### src/rtl/fmt_pkg.sv
package fmt_pkg;
  typedef struct packed {
    logic is_625;
    logic nonintl;
    logic square;
  } fmt_t;
endpackage

### src/rtl/fmt_px_match.sv
module fmt_px_match #(
  parameter int PX_W   = 12,
  parameter int SQ_525 = 780,
  parameter int SQ_625 = 944,
  parameter int TOL    = 1
) (
  input  logic            clk_i,
  input  logic            rst_ni,
  input  logic            vld_i,
  input  logic [PX_W-1:0] px_i,
  input  logic            std_625_i,
  output logic            hit_o
);
  localparam int LO_525 = SQ_525 - TOL;
  localparam int HI_525 = SQ_525 + TOL;
  localparam int LO_625 = SQ_625 - TOL;
  localparam int HI_625 = SQ_625 + TOL;

  logic [PX_W-1:0] lo, hi;
  logic            in_win;
  logic            hit_q;

  assign lo     = std_625_i ? PX_W'(LO_625) : PX_W'(LO_525);
  assign hi     = std_625_i ? PX_W'(HI_625) : PX_W'(HI_525);
  assign in_win = (px_i >= lo) && (px_i <= hi);

  always_ff @(posedge clk_i or negedge rst_ni) begin
    if (!rst_ni)    hit_q <= 1'b0;
    else if (vld_i) hit_q <= in_win;
  end

  assign hit_o = hit_q;

  AST_SQ_OUTSIDE: assert property (@(posedge clk_i) disable iff (!rst_ni)
    vld_i && !std_625_i && (px_i > PX_W'(HI_525) || px_i < PX_W'(LO_525)) |=> !hit_o);
  AST_SQ_HOLD: assert property (@(posedge clk_i) disable iff (!rst_ni)
    !vld_i |=> $stable(hit_o));
endmodule

### src/rtl/fmt_field_seq.sv
module fmt_field_seq #(
  parameter int LN_W    = 10,
  parameter int MIN_625 = 291
) (
  input  logic            clk_i,
  input  logic            rst_ni,
  input  logic            start_i,
  input  logic [LN_W-1:0] lines_i,
  input  logic            id_i,
  output logic            upd_o,
  output logic            new_625_o,
  output logic            new_ni_o
);
  logic seen_q, prev_id_q;

  always_ff @(posedge clk_i or negedge rst_ni) begin
    if (!rst_ni) begin
      seen_q    <= 1'b0;
      prev_id_q <= 1'b0;
    end else if (start_i) begin
      seen_q    <= 1'b1;
      prev_id_q <= id_i;
    end
  end

  // first start only arms the tracker
  assign upd_o     = start_i && seen_q;
  assign new_625_o = lines_i >= LN_W'(MIN_625);
  assign new_ni_o  = id_i == prev_id_q;

  AST_NO_UPD_FIRST: assert property (@(posedge clk_i) disable iff (!rst_ni)
    $past(!seen_q) && !seen_q |-> !upd_o);
endmodule

### src/rtl/fmt_detect.sv
module fmt_detect #(
  parameter int PX_W    = 12,
  parameter int LN_W    = 10,
  parameter int SQ_525  = 780,
  parameter int SQ_625  = 944,
  parameter int PX_TOL  = 1,
  parameter int MIN_625 = 291
) (
  input  logic            clk_i,
  input  logic            rst_ni,
  input  logic            line_vld_i,
  input  logic [PX_W-1:0] line_px_i,
  input  logic            field_start_i,
  input  logic [LN_W-1:0] field_lines_i,
  input  logic            field_id_i,
  input  logic            force_i,
  input  logic            force_625_i,
  input  logic            force_nonintl_i,
  input  logic            force_square_i,
  input  logic            force_setup_dis_i,
  output logic            is_625_o,
  output logic            nonintl_o,
  output logic            square_o,
  output logic            setup_dis_o,
  output logic            mode_chg_o
);
  import fmt_pkg::*;

  fmt_t det_q, det_nxt;
  logic chg_q;
  logic upd, new_625, new_ni, sq_hit;

  fmt_px_match #(.PX_W(PX_W), .SQ_525(SQ_525), .SQ_625(SQ_625), .TOL(PX_TOL)) u_px (
    .clk_i, .rst_ni,
    .vld_i(line_vld_i), .px_i(line_px_i), .std_625_i(det_q.is_625), .hit_o(sq_hit)
  );

  fmt_field_seq #(.LN_W(LN_W), .MIN_625(MIN_625)) u_seq (
    .clk_i, .rst_ni,
    .start_i(field_start_i), .lines_i(field_lines_i), .id_i(field_id_i),
    .upd_o(upd), .new_625_o(new_625), .new_ni_o(new_ni)
  );

  always_comb begin
    det_nxt.is_625  = new_625;
    det_nxt.nonintl = new_ni;
    det_nxt.square  = sq_hit;
  end

  always_ff @(posedge clk_i or negedge rst_ni) begin
    if (!rst_ni) begin
      det_q <= '0;
      chg_q <= 1'b0;
    end else begin
      chg_q <= upd && (det_nxt != det_q);
      if (upd) det_q <= det_nxt;
    end
  end

  assign is_625_o    = force_i ? force_625_i       : det_q.is_625;
  assign nonintl_o   = force_i ? force_nonintl_i   : det_q.nonintl;
  assign square_o    = force_i ? force_square_i    : det_q.square;
  assign setup_dis_o = force_i ? force_setup_dis_i : 1'b0;
  assign mode_chg_o  = chg_q;

  AST_HOLD_OFF_START: assert property (@(posedge clk_i) disable iff (!rst_ni)
    !field_start_i |=> $stable(det_q));
  AST_CHG_CAUSE: assert property (@(posedge clk_i) disable iff (!rst_ni)
    mode_chg_o |-> $past(field_start_i));
  AST_CHG_REAL: assert property (@(posedge clk_i) disable iff (!rst_ni)
    mode_chg_o |-> !$stable(det_q));
  AST_625_RULE: assert property (@(posedge clk_i) disable iff (!rst_ni)
    upd && field_lines_i >= LN_W'(MIN_625) |=> det_q.is_625);
endmodule

### config.mk
export PLATFORM = sky130hd
export DESIGN_NAME = fmt_detect
export DESIGN_NICKNAME = d
export VERILOG_FILES = /design/src/rtl/fmt_pkg.sv /design/src/rtl/fmt_px_match.sv /design/src/rtl/fmt_field_seq.sv /design/src/rtl/fmt_detect.sv
export SDC_FILE = /design/constraint.sdc
export NUM_CORES = 1
export LEC_CHECK = 0
export BUFFER_PORTS_ARGS = -buffer_cell sky130_fd_sc_hd__buf_2
export CORE_UTILIZATION = 43
export CTS_BUF_LIST = sky130_fd_sc_hd__clkbuf_2
export DETAILED_ROUTE_END_ITERATION = 6
export PLACE_DENSITY_LB_ADDON = 0.2
export SLEW_MARGIN = 5
export SYNTH_ARGS = -nofsm -noshare
export SYNTH_HDL_FRONTEND = slang
export SYNTH_SLANG_ARGS = --single-unit
### constraint.sdc
create_clock -name clk_i -period 2 [get_ports clk_i]
set_clock_uncertainty 0.1 [all_clocks]
set_input_delay 0.6 -clock clk_i [delete_from_list [all_inputs] [get_ports clk_i]]
set_output_delay 0.6 -clock clk_i [all_outputs]
set_load 0.005 [all_outputs]
==> results of run 1 <==
[worst paths after layout]
kind	cells after the start	slack, ps	to
worst max register to register	6	140	u_px.hit_o$_DFFE_PN0P_
worst min-delay path	1	90	u_seq.prev_id_q$_DFFE_PN0P_
min in group clk_i	1	380	u_seq.seen_q$_DFFE_PN0P_
worst max-delay path	3	110	nonintl_o
max in group asynchronous	1	1560	det_q[2]$_DFFE_PN0P_
worst min register to register	1	380	u_seq.seen_q$_DFFE_PN0P_
[report_power, final]
group,internal (uW),switching [uW]
clock,53.2,50.8
sequential,152,7.31
combinational,72.9,73.6
total,278,132
[Yosys cell counts]
cell                       instances  share of area, %
sky130_fd_sc_hd__nand3b_1          2               2.6
sky130_fd_sc_hd__nand2_1           7               4.6
sky130_fd_sc_hd__a31oi_1           1               1.1
sky130_fd_sc_hd__o32ai_1           1               1.5
sky130_fd_sc_hd__mux2_2            3               5.9
sky130_fd_sc_hd__nor3_1            2               1.7
sky130_fd_sc_hd__and2_1            1               1.1
sky130_fd_sc_hd__a211o_1           1               1.5
sky130_fd_sc_hd__dfrtp_1           7                31
sky130_fd_sc_hd__nor4_1            2               2.2
sky130_fd_sc_hd__nand4_1           1               1.1
sky130_fd_sc_hd__nand4b_1          1               1.5
sky130_fd_sc_hd__xnor2_1           2               3.1
sky130_fd_sc_hd__o21ai_0           5               4.4
sky130_fd_sc_hd__a221oi_1          1               1.5
sky130_fd_sc_hd__nor4_4            1               3.7
sky130_fd_sc_hd__o31ai_1           1               1.3
sky130_fd_sc_hd__or2_2             1               1.1
sky130_fd_sc_hd__nor2_1            1              0.65
sky130_fd_sc_hd__a21o_1            2               2.6
sky130_fd_sc_hd__xor2_1            1               1.5
sky130_fd_sc_hd__nor4b_2           1               2.6
sky130_fd_sc_hd__a21oi_1           6               5.2
sky130_fd_sc_hd__a211oi_1          1               1.3
sky130_fd_sc_hd__inv_1             4               2.6
sky130_fd_sc_hd__ha_1              6                13
[flip-flops by register name (all words and copies together), names as in the netlist]
register and count:
u_px.hit_o 1, det_q 3, u_seq.prev_id_q 1, u_seq.seen_q 1, mode_chg_o 1
[area by class of cell]
| cell class | count | share of cell area, % |
|---|---|---|
| Multi-Input combinational cell | 51 | 48.90 |
| Timing Repair Buffer | 36 | 22.57 |
| Sequential cell | 7 | 21.94 |
| Clock buffer | 4 | 2.508 |
| Tap cell | 14 | 2.194 |
| Inverter | 4 | 1.881 |
[routing by layer]
layer  vias to the layer above  global-route usage (%)  wire [um]
met5                         -                       0          0
met4                         0                   1.724          0
met3                         0                   7.558         86
met2                        27                   39.58        643
met1                       277                   22.26        603
li1                        314                       -          -
[critical path: stages]
cell and delay [ps]:
sky130_fd_sc_hd__buf_2 120, sky130_fd_sc_hd__mux2_2 340, sky130_fd_sc_hd__buf_2 130
[stage by stage]
step / power [uW] / setup WS (ps) / hold WS (ps) / std cells / area (um^2)
floorplan: 240.3 / 231.1 / 204.4 / 62 / 574.3
global placement: 300.2 / 78.84 / 338.9 / 112 / 772.0
detailed placement: 306.0 / 45.36 / 337.4 / 112 / 772.0
CTS: 411.2 / 117.5 / 84.13 / 116 / 792.0
global route: 439.3 / 4.631 / 75.09 / 116 / 798.3
finish: 410.2 / 113.0 / 89.24 / 116 / 798.3
[kinds of logic (layout without fill, tap and decap cells)]
| logic type | Yosys count | count (layout) |
|---|---|---|
| xor gates and xnor gates | 3 | 3 |
| muxes | 3 | 3 |
| and+or+nand+nor | 20 | 20 |
| DFF | 7 | 7 |
| AOI/OAI and AO/OA | 19 | 19 |
| buffers and inverters | 4 | 44 |
| adders and majority gates | 6 | 6 |
==> results.yml, run 1 <==
outcome:
  status: "complete, no violations"
synthesis:
  synth_sequential_area_ratio_pct: 30.50
  largest_family_of_logic_cells_by_synthesized_area: "simple AND/OR/NAND/NOR gates"
  synth_fa_ha_area_share_pct: 13.07
  postSynthCellCount: 62
  synth.avg_cell_area_um2: 9.263
  synth_compound_area_share_pct: 20.48
  yosys_warning_count: 0
  post_synth_and_or_nand_nor_area_fraction_pct: 22.88
  ys_seq_elements: 7
  post_synth_mux_area_share_pct: 5.882
  synth.distinct_cells: 26
  mapped_area_um2: 574.3
  syn_nets: 100
  synthXorXnorAreaFrac_pct: 4.575
clock_network:
  numClockSinks: 7
  htree_levels: 1
  path_clk_slew_ps: 70
  numCtsBuffers: 3
  cts_hold_repair.buffers: 0
  ctsRootBufferMaster: "sky130_fd_sc_hd__clkbuf_2"
  cts_max_path_buffers: 2
  clock_latency_ps: 230
  post_cts.resized_instances: 0
  cts_tree: "built"
  cts_setup_buffers: 0
global_routing:
  global_route_wire_length_before_repair_um: 2173
  number_of_global_route_vias_before_repair: 587
  grt_max_degree: 8
  grt_usage_pct: 20.80
  grt.overflow.total: 0
  antenna_found_initial: 0
floorplanning:
  floorplan.die.height_um: 38.55
  initial_core_util_pct: 49.04
  ios: 37
  die_area_um2: 1486
  chipWidth_um: 38.55
  placeableCoreArea_um2: 1171
  row_count: 12
worst_setup_path:
  timing.critical_path.fanout_max: 5
  worstReg2RegStart: "det_q[2]$_DFFE_PN0P_"
  timing.critical_path.arrival_ps: 1190
  ws_path_type: "primary input to output port"
  cp-end-kind: "output port"
  crit_path_start_kind: "primary input"
  setup.worst_path.start: "force_i"
  data_required_time_of_the_worst_path_ps: 1300
placement:
  gp_congestion: 0.8913
  place_hpwl_um: 1111
  io_buffer_count: 36
timing:
  slew_viol_final: 0
  fin_setup_tns_ps: 0
  period_share_pct: 94.35
  worst_pin_slew_ps: 292.7
  fmax_ghz: 0.5299
  hold_viol_final: 0
  setup_viol: 0
  rsz0062_at_grt: "false"
  worst_slew_margin_rel_pct: 80.32
  period_needed_ps: 1887
layout:
  post_route_cells_drive_above_1_share_pct: 46.08
  antenna_cells: 0
  area_growth_syn_to_layout_pct: 39.00
  n_fill_cell: 100
  fin_nets: 141
  seq_area_um2: 175.2
  final_cell_mix: "sky130_fd_sc_hd__buf_2, sky130_fd_sc_hd__nand2_1, sky130_fd_sc_hd__dfrtp_1"
  layout.core_utilization_pct: 68.16
  multi_input_area_um2: 390.4
  leading_cell_type_in_the_layout_fill_and_taps_excluded: "sky130_fd_sc_hd__buf_2"
flow_run:
  cap_viol_max_count: 0
routing:
  detailedRoute.firstPassIterationCount: 4
  num_vias: 618
  drc: 0
  vias_per_cell: 5.328
  dr.first_iter.drc_count: 14
  ant_nets: 0
  total_wirelength_of_the_detailed_routed_design_um: 1333
  post_drt_wl_per_cell_um: 11.49
power:
  power_density_nw_per_um2: 513.9
  worst_ir_drop_vdd_mv: 0.4258
  p_leak_uw: 0.0003986
min_path:
  worstHoldPathType: "primary input to async pin"
Power figures use the tool's default switching activity.
==> run 2, diff against run 1 <==
--- a/config.mk
+++ b/config.mk
@@ -6,11 +6,12 @@
 export NUM_CORES = 1
 export LEC_CHECK = 0
 export BUFFER_PORTS_ARGS = -buffer_cell sky130_fd_sc_hd__buf_2
-export CORE_UTILIZATION = 43
+export CORE_UTILIZATION = 41
 export CTS_BUF_LIST = sky130_fd_sc_hd__clkbuf_2
 export DETAILED_ROUTE_END_ITERATION = 6
 export PLACE_DENSITY_LB_ADDON = 0.2
 export SLEW_MARGIN = 5
 export SYNTH_ARGS = -nofsm -noshare
 export SYNTH_HDL_FRONTEND = slang
+export SYNTH_HIERARCHICAL = 1
 export SYNTH_SLANG_ARGS = --single-unit
==> results.yml, run 2 <==
layout:
  antenna_cells: 0
  post_route_cells_drive_above_1_share_pct: 48.35
  final_cell_count_no_fill: 105
  leading_cell_type_in_the_layout_fill_and_taps_excluded: "sky130_fd_sc_hd__buf_2"
  final_cell_mix: "sky130_fd_sc_hd__buf_2, sky130_fd_sc_hd__dfrtp_1, sky130_fd_sc_hd__a21oi_1, sky130_fd_sc_hd__ha_1, sky130_fd_sc_hd__mux2_1"
  largest-register: "det_q"
  largest_register_ffs: 3
  area_growth_syn_to_layout_pct: 40.47
  fin_nets: 130
global_routing:
  grt_usage_pct: 18.46
  number_of_global_route_vias_before_repair: 505
  grt_max_degree: 8
  antenna_found_initial: 0
  global_route_wire_length_before_repair_um: 1876
  grt.overflow.total: 0
timing:
  period_share_pct: 93.42
  setup_viol: 0
  period_needed_ps: 1868
  finalHoldWorstSlack_ps: 91.68
  fin_setup_tns_ps: 0
  worst_slew_margin_rel_pct: 82.66
  slew_viol_final: 0
  rsz0062_at_grt: "false"
  worst_pin_slew_ps: 256.7
  fmax_ghz: 0.5352
  hold_viol_final: 0
clock_network:
  cts_tree: "built"
  cts_hold_repair.buffers: 0
  clock_latency_ps: 230
  post_cts.resized_instances: 0
  numCtsBuffers: 3
  numClockSinks: 7
  path_clk_slew_ps: 70
  cts_max_path_buffers: 2
  cts_setup_buffers: 0
  htree_levels: 1
  ctsRootBufferMaster: "sky130_fd_sc_hd__clkbuf_2"
floorplanning:
  initial_core_util_pct: 46.54
  ios: 37
  placeableCoreArea_um2: 1156
  chipWidth_um: 38.23
  floorplan.die.height_um: 38.23
  die_area_um2: 1461
  row_count: 12
placement:
  io_buffer_count: 36
  gp_congestion: 0.8051
  place_hpwl_um: 957.1
  placed_instances: 101
synthesis:
  largest_family_of_logic_cells_by_synthesized_area: "simple AND/OR/NAND/NOR gates"
  synth_sequential_area_ratio_pct: 32.56
  number_of_flops_mapped_to_enable_cells_by_yosys: 0
  synthXorXnorAreaFrac_pct: 6.512
  synth.avg_cell_area_um2: 10.55
  post_synth_and_or_nand_nor_area_fraction_pct: 16.28
  post-synth-top-count-cell: "sky130_fd_sc_hd__dfrtp_1"
  postSynthCellCount: 51
  syn_nets: 89
  async_flop_share_pct: 100.0
  most_common_flop_cell_mapped_by_yosys: "sky130_fd_sc_hd__dfrtp_1"
  synth_compound_area_share_pct: 15.35
  mapped_area_um2: 538.0
  post_synth_most_frequent_cells: "sky130_fd_sc_hd__dfrtp_1, sky130_fd_sc_hd__a21oi_1, sky130_fd_sc_hd__ha_1"
  synth_fa_ha_area_share_pct: 13.95
  fraction_of_synthesized_cell_area_taken_by_the_top_area_cell_type_pct: 32.56
  post_synth_top_area_cell: "sky130_fd_sc_hd__dfrtp_1"
  yosys_warning_count: 6
  post_synth_mux_area_share_pct: 14.65
  synth.distinct_cells: 25
  ys_top_cells_by_area: "sky130_fd_sc_hd__dfrtp_1, sky130_fd_sc_hd__ha_1, sky130_fd_sc_hd__mux2_1, sky130_fd_sc_hd__a21oi_1, sky130_fd_sc_hd__xor2_1"
  ys_seq_elements: 7
routing:
  detailedRoute.firstPassIterationCount: 2
  num_vias: 531
  vias_per_cell: 5.057
  total_wirelength_of_the_detailed_routed_design_um: 1082
  dr.first_iter.drc_count: 3
  post_drt_wl_per_cell_um: 10.30
  drc: 0
  ant_nets: 0
worst_setup_path:
  cpMostUsedCell: "sky130_fd_sc_hd__buf_2"
  crit_path_start_kind: "primary input"
  data_required_time_of_the_worst_path_ps: 1300
  ws_path_type: "primary input to output port"
  slowest_delay_ps: 320
  worstReg2RegStart: "det_q[2]$_DFFE_PN0P_"
  worstPathBufferInverterCount: 2
  cp-end-kind: "output port"
  setup.worst_path.start: "force_i"
  cp_top_family: "multiplexers"
  critical_path.cell_chain: "buf_2 > mux2_1 > buf_2"
  timing.critical_path.fanout_max: 4
  worst_path_max_delay_cell: "sky130_fd_sc_hd__mux2_1"
  timing.critical_path.arrival_ps: 1170
power:
  worst_ir_drop_vdd_mv: 0.3618
  p_leak_uw: 0.0003920
  power_density_nw_per_um2: 525.0
min_path:
  worstHoldPathType: "primary input to async pin"
outcome:
  status: "complete, no violations"
flow_run:
  cap_viol_max_count: 0
-- run 2: kinds of logic (layout without fill, tap and decap cells) --
family                     after synthesis  count (layout)
DFF                                      7               7
AOI/OAI and AO/OA                       13              13
muxes                                    7               7
buffers and inverters                    1              41
adders and majority gates                6               6
and+or+nand+nor                         13              13
xor gates and xnor gates                 4               4
-- run 2: worst register-to-register path, cell delays in order, from the launching register on --
cell	delay [ps]
sky130_fd_sc_hd__dfrtp_1	450
sky130_fd_sc_hd__inv_1	130
sky130_fd_sc_hd__ha_1	320
sky130_fd_sc_hd__a211o_1	260
sky130_fd_sc_hd__a221o_1	290
sky130_fd_sc_hd__a21oi_1	120
-- run 2: final timing paths --
path | endpoint | slack (ps) | cells after the start
min reg2reg | u_seq/seen_q$_DFFE_PN0P_ | 370 | 1
max reg2reg | u_px/hit_o$_DFFE_PN0P_ | 270 | 5
min | det_q[2]$_DFFE_PN0P_ | 90 | 1
max in group asynchronous | det_q[0]$_DFFE_PN0P_ | 1560 | 1
max | is_625_o | 130 | 3
min in group clk_i | u_seq/seen_q$_DFFE_PN0P_ | 370 | 1
-- run 2: area by class of cell --
type	instances	area [um^2]
fill	109	400.4
sequential	7	175.2
timing repair buffer	36	180.2
tap	14	17.52
clock buffer	4	20.02
inverter	1	3.754
multi-input combinational	43	359.1
-- run 2: metrics by stage --
| stage | area (um^2) | power, uW | setup WS [ps] | util (%) |
|---|---|---|---|---|
| final | 755.7 | 396.8 | 131.6 | 65.37 |
| after global routing | 755.7 | 427.4 | 99.65 | 65.37 |
| after CTS | 755.7 | 401.9 | 127.1 | 65.37 |
| after detailed placement | 735.7 | 297.9 | 106.5 | 63.64 |
| after global placement | 735.7 | 291.8 | 100.5 | 63.64 |
| after floorplan | 538.0 | 235.0 | 280.6 | - |
-- run 2: per-layer routing --
layer / up-vias / GRT usage (%) / wire [um]
met5: - / 0 / 0
met4: 0 / 2.679 / 0
met3: 0 / 6.977 / 85
met2: 23 / 30.51 / 511
met1: 233 / 23.22 / 485
li1: 275 / - / -
-- run 2: power breakdown --
group | internal, uW | total [uW] | switching, uW
Clock | 53.2 | 103 | 50.0
Sequential | 154 | 163 | 9.48
Combinational | 73.2 | 130 | 57.2
Total | 280 | 397 | 117
==> run 3, diff against run 2 <==
--- a/config.mk
+++ b/config.mk
@@ -10,6 +10,7 @@
 export CTS_BUF_LIST = sky130_fd_sc_hd__clkbuf_2
 export DETAILED_ROUTE_END_ITERATION = 6
 export PLACE_DENSITY_LB_ADDON = 0.2
+export RECOVER_POWER = 50
 export SLEW_MARGIN = 5
 export SYNTH_ARGS = -nofsm -noshare
 export SYNTH_HDL_FRONTEND = slang
==> results.yml, run 3 (synthesis gave the netlist of run 2 again) <==
clock_network:
  post_cts.resized_instances: 0
  clock_latency_ps: 230
  numCtsBuffers: 3
  cts_max_path_buffers: 2
  cts_setup_buffers: 0
  htree_levels: 1
  cts_tree: "built"
  cts_hold_repair.buffers: 0
  ctsRootBufferMaster: "sky130_fd_sc_hd__clkbuf_2"
  path_clk_slew_ps: 70
  numClockSinks: 7
layout:
  area_growth_syn_to_layout_pct: 40.00
  largest_register_ffs: 3
  largest-register: "det_q"
  final_cell_mix: "sky130_fd_sc_hd__buf_2, sky130_fd_sc_hd__dfrtp_1, sky130_fd_sc_hd__a21oi_1, sky130_fd_sc_hd__ha_1, sky130_fd_sc_hd__mux2_1"
  antenna_cells: 0
  leading_cell_type_in_the_layout_fill_and_taps_excluded: "sky130_fd_sc_hd__buf_2"
  fin_nets: 130
  post_route_cells_drive_above_1_share_pct: 46.15
routing:
  ant_nets: 0
  detailedRoute.firstPassIterationCount: 2
  num_vias: 531
  vias_per_cell: 5.057
  dr.first_iter.drc_count: 3
  total_wirelength_of_the_detailed_routed_design_um: 1082
  drc: 0
  post_drt_wl_per_cell_um: 10.30
power:
  p_clk_share_pct: 26.1
  p_leak_uw: 0.0003865
  worst_ir_drop_vdd_mv: 0.3607
  power_density_nw_per_um2: 526.1
  power.share.switching_pct: 29.48
  power.switching_uw: 116.8
  pwr-share-seq_pct: 41.2
  total_power_uw: 396.2
  internal_power_uw: 279.4
  pwr-share-comb_pct: 32.8
global_routing:
  antenna_found_initial: 0
  number_of_global_route_vias_before_repair: 505
  grt_max_degree: 8
  global_route_wire_length_before_repair_um: 1876
  grt_usage_pct: 18.46
  grt.overflow.total: 0
timing:
  slew_viol_final: 0
  fin_setup_tns_ps: 0
  rsz0062_at_grt: "false"
  worst_case_setup_margin_in_the_final_layout_ps: 131.6
  fmax_ghz: 0.5352
  worst_pin_slew_ps: 378.5
  setup_viol: 0
  worst_slew_margin_rel_pct: 74.76
  period_share_pct: 93.42
  hold_viol_final: 0
  period_needed_ps: 1868
worst_setup_path:
  data_required_time_of_the_worst_path_ps: 1300
  timing.critical_path.arrival_ps: 1170
  timing.critical_path.fanout_max: 4
  worst_path_max_delay_cell: "sky130_fd_sc_hd__mux2_1"
  cp-end-kind: "output port"
  cp_top_family: "multiplexers"
  cpMostUsedCell: "sky130_fd_sc_hd__buf_2"
  ws_path_type: "primary input to output port"
  worstPathBufferInverterCount: 2
  slowest_delay_ps: 320
  crit_path_start_kind: "primary input"
  critical_path.cell_chain: "buf_2 > mux2_1 > buf_2"
floorplanning:
  die_area_um2: 1461
  floorplan.die.height_um: 38.23
  placeableCoreArea_um2: 1156
  initial_core_util_pct: 46.54
  chipWidth_um: 38.23
  row_count: 12
  ios: 37
placement:
  io_buffer_count: 36
  gp_congestion: 0.8051
  place_hpwl_um: 957.1
  dpl_worst_slack_ps: 106.5
flow_run:
  cap_viol_max_count: 0
min_path:
  worstHoldPathType: "primary input to async pin"
outcome:
  status: "complete, no violations"
[run 3: power by group through the flow]
stage,sequential (uW),clock [uW],combinational [uW]
3_3_place_gp,166,0,126
3_5_place_dp,166,0,131
6_report,163,103,130
5_1_grt,165,116,146
4_1_cts,164,106,132
2_1_floorplan,164,0,70.6
[run 3: final cells by class]
| cell class | count | area (um^2) |
|---|---|---|
| fill | 109 | 402.9 |
| tap | 14 | 17.52 |
| inverter | 1 | 3.754 |
| timing repair buffer | 36 | 177.7 |
| multi-input combinational | 43 | 359.1 |
| sequential | 7 | 175.2 |
| clock buffer | 4 | 20.02 |
[run 3: path summary, 6_finish.rpt]
check                                                end  depth (start not counted)  slack (ps)                      from
worst max-delay path                            is_625_o                          3         130                   force_i
worst min-delay path                det_q[2]$_DFFE_PN0P_                          1         150                    rst_ni
worst max register to register    u_px/hit_o$_DFFE_PN0P_                          5         270      det_q[2]$_DFFE_PN0P_
worst min register to register  u_seq/seen_q$_DFFE_PN0P_                          1         370  u_seq/seen_q$_DFFE_PN0P_
max in group asynchronous           det_q[0]$_DFFE_PN0P_                          1        1380                    rst_ni
min in group clk_i              u_seq/seen_q$_DFFE_PN0P_                          1         370  u_seq/seen_q$_DFFE_PN0P_
[run 3: metrics by stage]
stage          cells  hold slack, ps  utilization, %  cell area (um^2)
3_3_place_gp     101           338.1           63.64             735.7
5_1_grt          105           162.5           65.15             753.2
3_5_place_dp     101           341.5           63.64             735.7
6_report         105           154.9           65.15             753.2
4_1_cts          105           87.07           65.37             755.7
2_1_floorplan     51           204.4               -             538.0
[run 3: per-layer routing]
metal	part of all wire (%)	global-route usage, %	vias to the layer above	routed length, um
met5	0	0	-	0
met4	0	2.679	0	0
met3	7.9	6.977	0	85
met2	47	30.51	23	511
met1	45	23.22	233	484
li1	-	-	275	-
